===== config.mk =====
export PLATFORM = sky130hd
export DESIGN_NAME = masked_mem_ports
export DESIGN_NICKNAME = d
export VERILOG_FILES = /design/src/rtl/mport_pkg.sv /design/src/rtl/mport_delay.sv /design/src/rtl/mport_array.sv /design/src/rtl/masked_mem_ports.sv
export SDC_FILE = /design/constraint.sdc
export NUM_CORES = 1
export LEC_CHECK = 0
export CORE_MARGIN = 3
export CORE_UTILIZATION = 54
export CTS_CLUSTER_SIZE = 10
export DETAILED_ROUTE_END_ITERATION = 10
export PLACE_DENSITY = 0.76
export SYNTH_ARGS = -nofsm -noshare
export SYNTH_HDL_FRONTEND = slang
export SYNTH_HIERARCHICAL = 1
export SYNTH_SLANG_ARGS = --single-unit

===== constraint.sdc =====
create_clock -name clk -period 1.9 [get_ports clk]
set_input_delay 0.19 -clock clk [delete_from_list [all_inputs] [get_ports clk]]
set_output_delay 0.19 -clock clk [all_outputs]
set_load 0.02 [all_outputs]

===== src/rtl/mport_pkg.sv =====
package mport_pkg;

  typedef enum logic [1:0] {
    RUW_OLD   = 2'd0,
    RUW_NEW   = 2'd1,
    RUW_UNDEF = 2'd2
  } ruw_e;

  // Pipeline position at which the read-only port samples the array.
  function automatic int sample_stage(ruw_e policy, int read_lat);
    case (policy)
      RUW_OLD: return 0;
      RUW_NEW: return read_lat;
      default: return read_lat / 2;
    endcase
  endfunction

endpackage


===== src/rtl/mport_delay.sv =====
module mport_delay #(
  parameter int W = 1,
  parameter int N = 1
) (
  input  logic         clk,
  input  logic         rst_n,
  input  logic [W-1:0] din,
  output logic [W-1:0] dout
);

  if (N == 0) begin : g_wire
    logic unused_clk;
    assign unused_clk = clk ^ rst_n;
    assign dout       = din;
  end else begin : g_regs
    logic [W-1:0] stg [N];
    always_ff @(posedge clk or negedge rst_n) begin
      if (!rst_n) begin
        for (int k = 0; k < N; k++) stg[k] <= '0;
      end else begin
        stg[0] <= din;
        for (int k = 1; k < N; k++) stg[k] <= stg[k-1];
      end
    end
    assign dout = stg[N-1];
  end

endmodule


===== src/rtl/mport_array.sv =====
module mport_array #(
  parameter int DEPTH  = 12,
  parameter int LANES  = 4,
  parameter int LANE_W = 8,
  parameter int AW     = 4,
  localparam int DW    = LANES * LANE_W
) (
  input  logic             clk,
  input  logic             rst_n,
  input  logic             ra_en,
  input  logic [AW-1:0]    ra_addr,
  output logic [DW-1:0]    ra_data,
  input  logic             rb_en,
  input  logic [AW-1:0]    rb_addr,
  output logic [DW-1:0]    rb_data,
  input  logic             w_ok,
  input  logic [AW-1:0]    w_addr,
  input  logic [DW-1:0]    w_data,
  input  logic [LANES-1:0] w_mask,
  input  logic             v_ok,
  input  logic [AW-1:0]    v_addr,
  input  logic [DW-1:0]    v_data,
  input  logic [LANES-1:0] v_mask
);

  localparam logic [AW-1:0] LIMIT = AW'(DEPTH);

  logic [DW-1:0] mem [DEPTH];
  logic w_in, v_in;

  assign w_in = w_addr < LIMIT;
  assign v_in = v_addr < LIMIT;

  // Combined port is applied after the write port, so it wins overlapping lanes.
  always_ff @(posedge clk) begin
    for (int l = 0; l < LANES; l++) begin
      if (w_ok && w_in && w_mask[l])
        mem[w_addr][l*LANE_W +: LANE_W] <= w_data[l*LANE_W +: LANE_W];
      if (v_ok && v_in && v_mask[l])
        mem[v_addr][l*LANE_W +: LANE_W] <= v_data[l*LANE_W +: LANE_W];
    end
  end

  assign ra_data = (ra_en && ra_addr < LIMIT) ? mem[ra_addr] : '0;
  assign rb_data = (rb_en && rb_addr < LIMIT) ? mem[rb_addr] : '0;

  for (genvar l = 0; l < LANES; l++) begin : g_lane_chk

    lane_keep_chk: assert property (@(posedge clk) disable iff (!rst_n)
      (w_ok && w_in && !w_mask[l] && !(v_ok && v_in && v_addr == w_addr))
      |=> mem[$past(w_addr)][l*LANE_W +: LANE_W] == $past(mem[w_addr][l*LANE_W +: LANE_W]));

    rw_wins_chk: assert property (@(posedge clk) disable iff (!rst_n)
      (w_ok && w_in && v_ok && v_in && v_addr == w_addr && w_mask[l] && v_mask[l])
      |=> mem[$past(v_addr)][l*LANE_W +: LANE_W] == $past(v_data[l*LANE_W +: LANE_W]));
  end

endmodule


===== src/rtl/masked_mem_ports.sv =====
module masked_mem_ports #(
  parameter int               DEPTH         = 12,
  parameter int               LANES         = 4,
  parameter int               LANE_W        = 8,
  parameter int               READ_LATENCY  = 2,
  parameter int               WRITE_LATENCY = 2,
  parameter mport_pkg::ruw_e  RUW           = mport_pkg::RUW_NEW,
  parameter bit               USE_RW        = 1'b1,
  localparam int              AW            = $clog2(DEPTH + 1),
  localparam int              DW            = LANES * LANE_W
) (
  input  logic             clk,
  input  logic             rst_n,
  input  logic             rd_en,
  input  logic [AW-1:0]    rd_addr,
  output logic [DW-1:0]    rd_data,
  input  logic             wr_en,
  input  logic [AW-1:0]    wr_addr,
  input  logic [DW-1:0]    wr_data,
  input  logic [LANES-1:0] wr_mask,
  input  logic             rw_en,
  input  logic [AW-1:0]    rw_addr,
  input  logic             rw_write,
  input  logic [DW-1:0]    rw_wdata,
  input  logic [LANES-1:0] rw_mask,
  output logic [DW-1:0]    rw_rdata
);

  localparam int RC      = mport_pkg::sample_stage(RUW, READ_LATENCY);
  localparam int RD_TAIL = READ_LATENCY - RC;
  localparam int RWL     = READ_LATENCY;
  localparam int WPW     = 1 + AW + DW + LANES;
  localparam int VPW     = 2 + AW + DW + LANES;

  if (WRITE_LATENCY < 1) begin : g_bad_wl
    $error("write latency must be at least one cycle");
  end
  if (USE_RW && (READ_LATENCY != WRITE_LATENCY || RUW == mport_pkg::RUW_OLD)) begin : g_bad_rw
    $error("combined port needs equal latencies and a policy other than old-data");
  end

  // Read-only port: request travels RC stages, data travels the rest.
  logic [AW:0]   rq_s;
  logic [DW-1:0] ra_data;
  mport_delay #(.W(AW + 1), .N(RC)) u_rd_req (
    .clk(clk), .rst_n(rst_n), .din({rd_en, rd_addr}), .dout(rq_s));
  mport_delay #(.W(DW), .N(RD_TAIL)) u_rd_dat (
    .clk(clk), .rst_n(rst_n), .din(ra_data), .dout(rd_data));

  // Write-only port pipeline.
  logic [WPW-1:0]   wq_s;
  logic             wq_en;
  logic [AW-1:0]    wq_addr;
  logic [DW-1:0]    wq_data;
  logic [LANES-1:0] wq_mask;
  mport_delay #(.W(WPW), .N(WRITE_LATENCY)) u_wr (
    .clk(clk), .rst_n(rst_n), .din({wr_en, wr_addr, wr_data, wr_mask}), .dout(wq_s));
  assign {wq_en, wq_addr, wq_data, wq_mask} = wq_s;

  // Combined port pipeline; read and write both act at the last position.
  logic [VPW-1:0]   vq_s;
  logic             vq_en, vq_mode;
  logic [AW-1:0]    vq_addr;
  logic [DW-1:0]    vq_data;
  logic [LANES-1:0] vq_mask;
  logic             vq_rd, vq_wr;
  mport_delay #(.W(VPW), .N(RWL)) u_rw (
    .clk(clk), .rst_n(rst_n),
    .din({rw_en, rw_write, rw_addr, rw_wdata, rw_mask}), .dout(vq_s));
  assign {vq_en, vq_mode, vq_addr, vq_data, vq_mask} = vq_s;
  assign vq_rd = USE_RW && vq_en && !vq_mode;
  assign vq_wr = USE_RW && vq_en && vq_mode;

  mport_array #(.DEPTH(DEPTH), .LANES(LANES), .LANE_W(LANE_W), .AW(AW)) u_arr (
    .clk(clk), .rst_n(rst_n),
    .ra_en(rq_s[AW]), .ra_addr(rq_s[AW-1:0]), .ra_data(ra_data),
    .rb_en(vq_rd), .rb_addr(vq_addr), .rb_data(rw_rdata),
    .w_ok(wq_en), .w_addr(wq_addr), .w_data(wq_data), .w_mask(wq_mask),
    .v_ok(vq_wr), .v_addr(vq_addr), .v_data(vq_data), .v_mask(vq_mask));

  if (READ_LATENCY > 0) begin : g_rst_chk

    reset_quiet_chk: assert property (@(posedge clk) disable iff (!rst_n)
      $rose(rst_n) |-> (rd_data == '0 && rw_rdata == '0));
  end


  rw_quiet_chk: assert property (@(posedge clk) disable iff (!rst_n)
    (vq_en && vq_mode) |-> rw_rdata == '0);

endmodule


==> results list <==
- After clock tree synthesis, the clock-pin slew on the worst setup and hold paths is roughly 0.06 ns.
- The number of antenna violations at the first check in global routing came to 0.
- Measured against the total synthesized area, the mux share comes to 0.326.
* Max-cap check violation count: 0
* Cell depth of the worst hold path: 1
- From left edge to right edge, the die measures ~250 um.
- After layout, the worst setup slack is -0.900 ns.
* Number of flops mapped to enable cells by yosys: 384
* Avg Cell Area, Syn: 15.1 sq um
- Setup violations remaining at the end of the flow were counted as approximately 830.
- Gate count of the mapped netlist: 2046
- The area fraction in compound gates after synthesis came to 0.0730.
* Total number of cells along the worst setup path: 7
- Top-area cell type share of the netlist area: 0.373
- Routability-driven placement congestion ratio: 0.891
- Sw Ratio: 0.245
- Actual transition at the worst max-transition pin: 0.628 ns
* Die H: ~250 um
- In this run the power spent charging and discharging nets is 7.22 mW.
- Synthesized area: 0.0309 sq mm
- STA puts the critical path data arrival time at about 2.6 ns.
* Htree depth: 3
* Synthesized-area fraction occupied by adder cells: 0
- During placement, the flow inserted port buffers numbering about 150.
* Final routed DRC violation total: 0
* Run status: finished, violations left
- In the final layout, the multi-input gates occupy 0.0153 sq mm.
- In this design, the largest share of critical-path delay is due to buffers and inverters.
* Utilization after layout: 0.738
* Routed len/inst: roughly 31 um
- Kind of end point of the critical path: primary output
- The via count of the first global-routing pass was 22700.
- DP Wirelength: just over 60000 um
- The detail route stage leaves a number of antenna-violating nets equal to 0.
* Synth Warn #: 6
* Relative slew slack: 0.580
- By area the synthesized netlist is led by sky130_fd_sc_hd__edfxtp_1 (37%), sky130_fd_sc_hd__mux2_2 (23%), sky130_fd_sc_hd__dfrtp_1 (14%), sky130_fd_sc_hd__mux4_2 (9.3%), sky130_fd_sc_hd__buf_4 (3.5%).
* Standby leakage power: 14.8 nW
* Via count normalized by instance count: 6.75
- FP Rows: 87
- Share of the synthesized netlist area taken by xor and xnor gates: 0
- Unrepaired setup endpoints after global routing: yes
* Number of CTS-inserted buffers: 67
- Maximum clock insertion buffer count: 3
- For this run, asynchronously set or reset flops after synthesis account for 0.314.
- Counting the fill cells in the layout gives 3193.
- Register bit count reported by yosys: between 500 and 600
- Routed Wire Length: 102000 um
* Simple logic cell fraction of the synthesized area: 0.0275
- Sequential power share: 0.463
* WS Path Type: register to primary output
- Share of post-route cells with drive strength above 1: 0.676
* Critical Path RT: roughly 1.7 ns
* Sequential-to-total area share from yosys stat: 0.515
- Clock tree from TritonCTS: yes
- Hold WC Path Type: input port to register
- Part of the cycle the worst path needs: 1.47
- Largest family of logic cells by synthesized area: multiplexers
- Power Dens Cells: 707 mW/mm^2
- The share of total power dissipated in combinational logic is 0.134.
* Clock latency of the later-clocked register in the worst-skew pair: 0.62 ns
- Synth area leader: sky130_fd_sc_hd__edfxtp_1
* GRT Residual Overflow: 0
- I/O pin total: between 150 and 200
* Internal power consumption: ~22 mW
- Critical path startpoint category: register
- For this run, the post-layout net count is 2512.
- The critical path goes through buf_12 -> buf_16 -> buf_12 -> mux4_2 -> a211oi_2 -> a211oi_2 -> buf_4.
- The share of total power dissipated in the clock network is 0.403.
- Count of antenna diodes in the layout: 0
- DR pass1 iterations: 5
- Slowest library cell on the worst path: sky130_fd_sc_hd__mux4_2
- Initial Util: 0.548
* Failing checks: negative setup slack
* Max Slew Vio Count: 0
- Max frequency: around 360 MHz
* Maximum resistive drop on vdd: 0.666 mV
* Initial drt markers: 2416
* Setup clock skew after layout: 0.0320 ns
- Registers take 0.0160 sq mm.
* Post-route setup TNS: -422.90 ns
- Placeable Area: about 0.056 sq mm
- Count of cell types in the netlist: 30
- The count of endpoints failing hold in the final timing report is 0.
* Pin count of the biggest net entering global routing: 52
- The tree built by TritonCTS fans out to 560 sinks.
- Wire length of the first global-routing pass: 143000 um
- Detailed routing inserted a total of 21800 vias.
- Stage delay of the slowest cell on the critical path: around 0.52 ns
- Count of cells along the worst register-to-register path: 8
- Syn Nets: 2136
- For this run, the leading register cell type out of synthesis is sky130_fd_sc_hd__edfxtp_1.
* Root buffer cell: sky130_fd_sc_hd__clkbuf_16
- Time the worst path needs with I/O delays and setup: 2.80 ns
- The die covers 0.0602 sq mm.
- Compared with the post-synthesis result, the final layout area differs by 34.7%.
* Total routing usage reported by global routing: 0.320
* Worst Path Max Fanout: 8
- Bufs and invs on worst path: 4
-- repair_timing --
action                                  in CTS  in global routing
endpoints found under the setup margin     832                832
hold endpoints to repair                   104                  0
pin swaps                                   91                 81
gates cloned                                12                 16
buffers inserted                            50                 31
hold buffers                                14                  0
resized for setup                          504                203
-- layer usage --
layer / wire length [um] / GRT usage / vias up
li1: - / - / 8871
met1: 36800 / 0.407 / 11200
met2: 49100 / 0.519 / 1379
met3: 9380 / 0.0635 / 373
met4: 6290 / 0.175 / 0
met5: 0 / 0 / -
-- power groups by stage --
| stage | logic, mW | clock network (mW) | registers, mW |
|---|---|---|---|
| floorplan | 2.18 | 0 | 13.6 |
| global route | 4.10 | 12.5 | 13.7 |
| finish | 3.96 | 11.9 | 13.6 |
| CTS | 3.57 | 12.0 | 13.6 |
| global placement | 3.08 | 0 | 13.8 |
| detailed placement | 3.16 | 0 | 13.9 |
-- stage by stage --
stage               hold WS (ns)  area (sq um)  instances  total power, mW  worst slack [ns]
floorplan                 -0.106         31600       2046             15.8            -0.139
global placement           0.189         36500       3001             16.9            -0.649
detailed placement         0.197         36500       3001             17.0            -0.675
CTS                      0.00128         40100       3190             29.2            -0.885
global route             0.00843         41700       3231             30.3            -0.915
finish                    0.0140         41700       3231             29.5            -0.900
-- cell usage after synthesis (18+ instances only) --
| cell | count |
|---|---|
| sky130_fd_sc_hd__nand3_2 | 44 |
| sky130_fd_sc_hd__a22oi_1 | 64 |
| sky130_fd_sc_hd__o21ai_0 | 48 |
| sky130_fd_sc_hd__a211oi_1 | 128 |
| sky130_fd_sc_hd__mux4_2 | 128 |
| sky130_fd_sc_hd__buf_1 | 18 |
| sky130_fd_sc_hd__mux2_2 | 623 |
| sky130_fd_sc_hd__buf_4 | 145 |
| sky130_fd_sc_hd__buf_2 | 39 |
| sky130_fd_sc_hd__o221ai_1 | 64 |
| sky130_fd_sc_hd__dfrtp_1 | 176 |
| sky130_fd_sc_hd__edfxtp_1 | 384 |
| sky130_fd_sc_hd__clkbuf_1 | 116 |
-- worst paths after layout --
| check | start | end | slack (ns) |
|---|---|---|---|
| worst max-delay path | u_rd_req/dout[0]$_DFF_PN0_ | rd_data[3] | -0.90 |
| worst min-delay path | rw_mask[1] | u_rw/g_regs.stg[43]$_DFF_PN0_ | 0.01 |
| worst max register to register | u_rw/dout[37]$_DFF_PN0_ | u_arr/mem[1][5]$_DFFE_PP_ | -0.60 |
| worst min register to register | u_rw/g_regs.stg[62]$_DFF_PN0_ | u_rw/dout[20]$_DFF_PN0_ | 0.33 |
| max in group asynchronous | rst_n | u_rd_req/dout[0]$_DFF_PN0_ | 0.91 |
| min in group asynchronous | rst_n | u_wr/dout[0]$_DFF_PN0_ | 0.11 |
-- flip-flops by register name (all words and copies together) (netlist names) --
register             cells
u_arr/mem              384
u_wr/g_regs.stg         41
u_rd_req/g_regs.stg      5
u_rd_req/dout            5
u_wr/dout               41
u_rw/g_regs.stg         42
u_rw/dout               42
-- cell usage in the layout (no fill, tap or decap), types with 12 or more instances in the layout --
| cell | synthesis | final |
|---|---|---|
| sky130_fd_sc_hd__clkbuf_1 | 116 | 45 |
| sky130_fd_sc_hd__o221ai_1 | 64 | 16 |
| sky130_fd_sc_hd__mux2_4 | 0 | 30 |
| sky130_fd_sc_hd__nand3_2 | 44 | 17 |
| sky130_fd_sc_hd__mux2_1 | 17 | 14 |
| sky130_fd_sc_hd__mux2_2 | 623 | 596 |
| sky130_fd_sc_hd__o221ai_4 | 0 | 14 |
| sky130_fd_sc_hd__nand2_1 | 15 | 13 |
| sky130_fd_sc_hd__a211oi_2 | 0 | 119 |
| sky130_fd_sc_hd__mux4_2 | 128 | 128 |
| sky130_fd_sc_hd__o21ai_2 | 0 | 18 |
| sky130_fd_sc_hd__dfrtp_1 | 176 | 168 |
| sky130_fd_sc_hd__nand3_4 | 4 | 36 |
| sky130_fd_sc_hd__clkbuf_16 | 0 | 81 |
| sky130_fd_sc_hd__buf_8 | 0 | 12 |
| sky130_fd_sc_hd__buf_6 | 0 | 59 |
| sky130_fd_sc_hd__o21ai_4 | 0 | 20 |
| sky130_fd_sc_hd__buf_16 | 0 | 15 |
| sky130_fd_sc_hd__edfxtp_1 | 384 | 384 |
| sky130_fd_sc_hd__buf_12 | 0 | 139 |
| sky130_fd_sc_hd__buf_4 | 145 | 278 |
| sky130_fd_sc_hd__a22oi_2 | 0 | 27 |
| sky130_fd_sc_hd__dlygate4sd3_1 | 0 | 14 |
| sky130_fd_sc_hd__a22oi_1 | 64 | 37 |
| sky130_fd_sc_hd__o221ai_2 | 0 | 34 |
| sky130_fd_sc_hd__clkdlybuf4s50_1 | 0 | 88 |
-- cell type report --
cell class | count | area share
clock buffer | 116 | 0.0464
clock inverter | 6 | 0.00159
multi-input combinational | 1171 | 0.367
sequential | 560 | 0.383
tap | 756 | 0.0227
timing repair buffer | 622 | 0.179
-- cells by family after synthesis --
kind of cell           count (synthesis)
AND/OR/NAND/NOR                       92
multiplexers                         768
flip-flops                           560
AO/OA/AOI/OAI                        306
buffers and inverters                320
(Power assumes the default switching activity.)
